## src/rtl/sdiv_pkg.sv

```systemverilog
package sdiv_pkg;

    typedef enum logic [0:0] {
        SD_IDLE = 1'b0,
        SD_RUN  = 1'b1
    } sdiv_state_e;

endpackage

```

## src/rtl/sdiv_ctrl.sv

```systemverilog
module sdiv_ctrl
    import sdiv_pkg::*;
#(
    parameter int WIDTH = 32
) (
    input  logic clk,
    input  logic rst_n,
    input  logic start_i,
    output logic load_o,
    output logic step_o,
    output logic busy_o,
    output logic done_o
);

    localparam int CNT_W = (WIDTH > 1) ? $clog2(WIDTH) : 1;
    localparam logic [CNT_W-1:0] LAST_ITER = CNT_W'(WIDTH - 1);

    typedef struct packed {
        sdiv_state_e      state;
        logic [CNT_W-1:0] iter;
        logic             done;
    } ctrl_t;

    ctrl_t ctrl_d, ctrl_q;

    always_comb begin
        ctrl_d      = ctrl_q;
        ctrl_d.done = 1'b0;
        case (ctrl_q.state)
            SD_IDLE: begin
                if (start_i) begin
                    ctrl_d.state = SD_RUN;
                    ctrl_d.iter  = '0;
                end
            end
            SD_RUN: begin
                if (ctrl_q.iter == LAST_ITER) begin
                    ctrl_d.state = SD_IDLE;
                    ctrl_d.done  = 1'b1;
                end else begin
                    ctrl_d.iter = ctrl_q.iter + 1'b1;
                end
            end
            default: ctrl_d.state = SD_IDLE;
        endcase
    end

    always_ff @(posedge clk) begin
        if (!rst_n) begin
            ctrl_q <= '{state: SD_IDLE, iter: '0, done: 1'b0};
        end else begin
            ctrl_q <= ctrl_d;
        end
    end

    assign load_o = (ctrl_q.state == SD_IDLE) && start_i;
    assign step_o = (ctrl_q.state == SD_RUN);
    assign busy_o = (ctrl_q.state == SD_RUN);
    assign done_o = ctrl_q.done;

    AST_START_GIVES_BUSY: assert property (@(posedge clk) disable iff (!rst_n)
        (start_i && !busy_o) |=> (busy_o && !done_o));

    AST_DONE_SINGLE: assert property (@(posedge clk) disable iff (!rst_n)
        done_o |=> !done_o);

    AST_DONE_ENDS_BUSY: assert property (@(posedge clk) disable iff (!rst_n)
        done_o |-> (!busy_o && $past(busy_o)));

    AST_BUSY_NOT_CUT: assert property (@(posedge clk) disable iff (!rst_n)
        (busy_o && ctrl_q.iter != LAST_ITER) |=> (busy_o && !done_o));

endmodule

```

## src/rtl/sdiv_step.sv

```systemverilog
module sdiv_step #(
    parameter int WIDTH = 32
) (
    input  logic [WIDTH:0]   upper_i,
    input  logic [WIDTH-1:0] divisor_i,
    output logic             fits_o,
    output logic [WIDTH:0]   upper_next_o
);

    localparam int DIFF_W = WIDTH + 2;

    logic [DIFF_W-1:0] trial;

    always_comb begin
        trial        = {1'b0, upper_i} - {2'b00, divisor_i};
        fits_o       = ~trial[DIFF_W-1];
        upper_next_o = fits_o ? trial[WIDTH:0] : upper_i;
    end

endmodule

```

## src/rtl/sdiv_work.sv

```systemverilog
module sdiv_work #(
    parameter int WIDTH = 32
) (
    input  logic             clk,
    input  logic             rst_n,
    input  logic             load_i,
    input  logic             step_i,
    input  logic [WIDTH-1:0] dividend_i,
    input  logic [WIDTH-1:0] divisor_i,
    output logic [WIDTH-1:0] divisor_o,
    output logic [WIDTH-1:0] quotient_o,
    output logic [WIDTH-1:0] remainder_o
);

    localparam int ACC_W = 2 * WIDTH + 1;

    typedef struct packed {
        logic [ACC_W-1:0] acc;
        logic [WIDTH-1:0] dvs;
    } work_t;

    work_t work_d, work_q;

    logic             fits;
    logic [WIDTH:0]   upper_next;

    sdiv_step #(.WIDTH(WIDTH)) u_step (
        .upper_i      (work_q.acc[ACC_W-1:WIDTH]),
        .divisor_i    (work_q.dvs),
        .fits_o       (fits),
        .upper_next_o (upper_next)
    );

    always_comb begin
        work_d = work_q;
        if (load_i) begin
            work_d.acc = {{WIDTH{1'b0}}, dividend_i, 1'b0};
            work_d.dvs = divisor_i;
        end else if (step_i) begin
            work_d.acc = {upper_next[WIDTH-1:0], work_q.acc[WIDTH-1:0], fits};
        end
    end

    always_ff @(posedge clk) begin
        if (!rst_n) begin
            work_q <= '0;
        end else begin
            work_q <= work_d;
        end
    end

    assign divisor_o   = work_q.dvs;
    assign quotient_o  = work_q.acc[WIDTH-1:0];
    assign remainder_o = work_q.acc[ACC_W-1:WIDTH+1];

    AST_OPERAND_FROZEN: assert property (@(posedge clk) disable iff (!rst_n)
        step_i |=> $stable(work_q.dvs));

    AST_NO_LOAD_IN_RUN: assert property (@(posedge clk) disable iff (!rst_n)
        step_i |-> !load_i);

endmodule

```

## src/rtl/seq_divider.sv

```systemverilog
module seq_divider #(
    parameter int WIDTH = 32
) (
    input  logic             clk,
    input  logic             rst_n,
    input  logic             start_i,
    input  logic [WIDTH-1:0] dividend_i,
    input  logic [WIDTH-1:0] divisor_i,
    output logic             busy_o,
    output logic             done_o,
    output logic [WIDTH-1:0] quotient_o,
    output logic [WIDTH-1:0] remainder_o
);

    logic             load;
    logic             step;
    logic [WIDTH-1:0] held_divisor;

    sdiv_ctrl #(.WIDTH(WIDTH)) u_ctrl (
        .clk     (clk),
        .rst_n   (rst_n),
        .start_i (start_i),
        .load_o  (load),
        .step_o  (step),
        .busy_o  (busy_o),
        .done_o  (done_o)
    );

    sdiv_work #(.WIDTH(WIDTH)) u_work (
        .clk         (clk),
        .rst_n       (rst_n),
        .load_i      (load),
        .step_i      (step),
        .dividend_i  (dividend_i),
        .divisor_i   (divisor_i),
        .divisor_o   (held_divisor),
        .quotient_o  (quotient_o),
        .remainder_o (remainder_o)
    );

    AST_REM_BELOW_DIV: assert property (@(posedge clk) disable iff (!rst_n)
        (done_o && held_divisor != '0) |-> (remainder_o < held_divisor));

    AST_ZERO_DIV_ONES: assert property (@(posedge clk) disable iff (!rst_n)
        (done_o && held_divisor == '0) |-> (quotient_o == '1));

    AST_IDLE_HOLD: assert property (@(posedge clk) disable iff (!rst_n)
        (!busy_o && !start_i) |=> ($stable(quotient_o) && $stable(remainder_o)));

endmodule

```

## config.mk

```make
export PLATFORM = sky130hd
export DESIGN_NAME = seq_divider
export DESIGN_NICKNAME = d
export VERILOG_FILES = /design/src/rtl/sdiv_pkg.sv /design/src/rtl/sdiv_ctrl.sv /design/src/rtl/sdiv_step.sv /design/src/rtl/sdiv_work.sv /design/src/rtl/seq_divider.sv
export SDC_FILE = /design/constraint.sdc
export NUM_CORES = 1
export LEC_CHECK = 0
export BUFFER_PORTS_ARGS = -buffer_cell sky130_fd_sc_hd__buf_4
export CORE_MARGIN = 2
export CORE_UTILIZATION = 40
export DETAILED_ROUTE_END_ITERATION = 10
export HOLD_SLACK_MARGIN = 0.12
export PLACE_DENSITY = 0.6
export REMOVE_ABC_BUFFERS = 1
export SKIP_LAST_GASP = 1
export SLEW_MARGIN = 25
export SYNTH_ARGS = -nofsm -noshare
export SYNTH_HDL_FRONTEND = slang
export SYNTH_SLANG_ARGS = --single-unit
```

## constraint.sdc

```tcl
create_clock -name clk -period 3.1 [get_ports clk]
set_input_delay 0.775 -clock clk [delete_from_list [all_inputs] [get_ports clk]]
set_output_delay 0.775 -clock clk [all_outputs]
set_load 0.01 [all_outputs]
```

==> out/qor.yml <==
status: "complete, no violations"
final_area_sq_um: 7680
final.setup.tns_ns: 0
place_area_sq_um: 7310
p_sw_share_pct: 34.9
syn_inst: 812
p_sw_mw: 1.68
cts_tree: "done"
path_max_fanout: 12
grt_pass1_wl_um: 26000
vias: 5606
fillers: 1616
pwr-share-comb_pct: 41.6
insertion_delay_ns: 0.36
grt_util_all_layers_pct: 19.0
drive_above_1_share_pct: 20.9
crit_arrival_ns: 3.10
fin_util_pct: 48.9
power_density_nw_per_um2: 628
grt_max_degree: 58
clkPwrFrac_pct: 26.7
yosysSeqAreaShare_pct: 32.8
postRouteAntennaNets: 0
dp_cells: 1096
routabilityCongestion: 0.833
instances_no_fill: 1116
slew_headroom_pct: 59.6
p_int_mw: 3.14
initial_core_util_pct: 40.4
wl_per_cell_um: 13.7
min_period_ns: 2.88
num_antenna_cells: 0
worst_setup_path_end_kind: "register"
worst_slack_ns: 0.219
slew_viol_final: 0
drt_iter0_markers: 232
die_h_um: 130
power_leakage_nw: 3.37
synth-edff-count: 0
regArea_sq_um: 2090
reg2regPathDepth: 12
dp_hpwl_um: 11500
pre_cts_slack_ns: 0.154
hold_viol: 0
seqPwrFrac_pct: 31.7
hold_depth: 2
tightest_slew_ns: 0.603
syn-mean-instance-area_sq_um: 7.82
ys_warn_count: 0
ctsHoldBuffers: 0
timing.fmax_mhz: 347
die_x_um: 130
grt_pass1_vias: 5418
drc: 0
multiInputGateArea_sq_um: 3670
coreArea_sq_um: 15700
clock_path_buffers: 2
ir_drop_v: 0.000364
io_pins: 133
synthFlopType: "dfxtp_1"
worstSetupStartpointType: "register"
drt-pass1-iter-count: 5
port_buffers: 132
cts.sinks: 104
grt_overflow: 0
hold_class: "reg -> reg"
htreeDepth: 3
antenna_found_initial: 0
cap_violations: 0
critPathRequiredTime_ns: 3.32
die_area_sq_um: 16900
syn_area_sq_um: 6350
synth_area_leader_cell: "dfxtp_1"
syn_to_final_growth_pct: 21.0
drt-total-wl_um: 15300
via_per_inst: 5.02
rsz0062_at_grt: "yes"
ctsRootBufferMaster: "clkbuf_16"
post-route-period-util_pct: 92.9
synth.top_cell.area_share_pct: 32.8
async_flop_share_pct: 0
path_clk_slew_ns: 0.08
criticalPathCategory: "reg -> reg"
nNetsFinal: 997
cts_buffers: 9
setup_viol: 0
fp-row-count: 46
ys_ff_latch: 104
synth_area_leaders: "dfxtp_1, a21oi_1, mux2i_1, ha_1, nor2_1"
clock_skew_ns: 0.0100
yosysUniqueCellTypes: 65
==> per-stage QoR <==
step           hold WS [ns]  total power [mW]
4_1_cts               0.457              4.81
6_report              0.456              4.82
5_1_grt               0.479              5.16
3_3_place_gp          0.443              3.49
3_5_place_dp          0.447              3.50
2_1_floorplan         0.436              2.89
==> layer usage <==
metal	vias up	routed length, um	GRT usage [%]
li1	2938	-	-
met5	-	0	0
met4	0	209	5.88
met3	12	1060	5.54
met1	2523	7140	24.2
met2	133	6900	31.3
==> synth_stat cells (3+ instances only) <==
library cell and instances:
a211oi_1 3, a21o_1 6, a21oi_1 126, a31oi_1 8
and2_1 7, and3_1 5, buf_2 3, buf_4 33
clkbuf_1 38, dfxtp_1 104, ha_1 34, inv_1 40
mux2i_1 56, nand2_1 88, nand2b_1 7, nand3_1 6
nand4_1 4, nor2_1 90, nor2b_1 8, nor3_1 6
o211ai_1 3, o21a_1 5, o21ai_0 45, o21ai_1 4
o22ai_1 4, xnor2_1 16, xor2_1 11
==> final timing paths <==
path                        start                     end  slack [ns]
max           u_work.divisor_o[2]  u_work.remainder_o[14]        0.22
min          u_work.divisor_o[16]    u_work.divisor_o[16]        0.46
max reg2reg   u_work.divisor_o[2]  u_work.remainder_o[14]        0.22
min reg2reg  u_work.divisor_o[16]    u_work.divisor_o[16]        0.46
==> sequential cells by signal, summed over array words and instances, names as in the netlist <==
signal	flops
u_work.quotient_o	32
u_work.divisor_o	32
u_ctrl.busy_o	1
u_ctrl.ctrl_q	5
u_work.work_q	1
u_ctrl.done_o	1
u_work.remainder_o	32
==> kinds of logic after synthesis <==
group                      share of synthesized area, %
xor gates and xnor gates                           3.73
and+or+nand+nor                                    16.3
buffers and inverters                              9.74
muxes                                              9.19
AOI/OAI and AO/OA                                  21.3
DFF                                                32.8
adders and majority gates                          7.02
==> worst max-delay path, stage by stage, from the launching register on <==
cell       delay, ns
dfxtp_1         0.33
inv_1           0.05
ha_1            0.33
o21ai_1         0.11
a2111oi_2       0.34
nand2b_4        0.20
o21bai_2        0.09
a21oi_2         0.23
o31ai_2         0.17
o21ai_4         0.36
buf_12          0.20
mux2i_1         0.23
a21oi_1         0.08
==> final cells by class <==
| cell class | count | area share [%] |
|---|---|---|
| sequential | 104 | 27.2 |
| inverter | 41 | 2.00 |
| clock inverter | 7 | 1.42 |
| multi-input combinational | 588 | 47.7 |
| tap | 216 | 3.52 |
| timing repair buffer | 151 | 15.2 |
| clock buffer | 9 | 2.93 |
==> repair_timing <==
item                                    in CTS  in global routing
endpoints found under the hold margin        0                  0
buffers inserted                             0                  4
gates resized for setup                      0                  2
endpoints found under the setup margin       0                 22
==> power groups by stage <==
stage          sequential, mW  combinational (mW)  clock, mW
2_1_floorplan            1.58                1.31          0
3_3_place_gp             1.56                1.93          0
3_5_place_dp             1.56                1.94          0
4_1_cts                  1.53                1.96       1.33
5_1_grt                  1.55                2.23       1.38
6_report                 1.53                2.00       1.29
==> cells in the final DEF (no fill, tap or decap), types with 3 or more instances in the layout <==
master	Yosys	layout
o21ai_1	4	4
clkbuf_16	0	9
xor2_1	11	11
o21ai_0	45	45
inv_6	0	3
o211ai_1	3	3
buf_4	33	148
a31oi_1	8	8
nand4_1	4	4
o21a_1	5	5
dfxtp_1	104	103
a21o_1	6	6
nor3_1	6	6
and3_1	5	5
xnor2_1	16	16
nor2b_1	8	7
buf_12	2	3
nand2b_1	7	6
a21oi_1	126	126
nand2_1	88	88
nand3_1	6	6
ha_1	34	33
nor2_1	90	90
and2_1	7	7
mux2i_1	56	56
inv_1	40	40
o22ai_1	4	4
a211oi_1	3	3
Power figures use the tool's default switching activity.
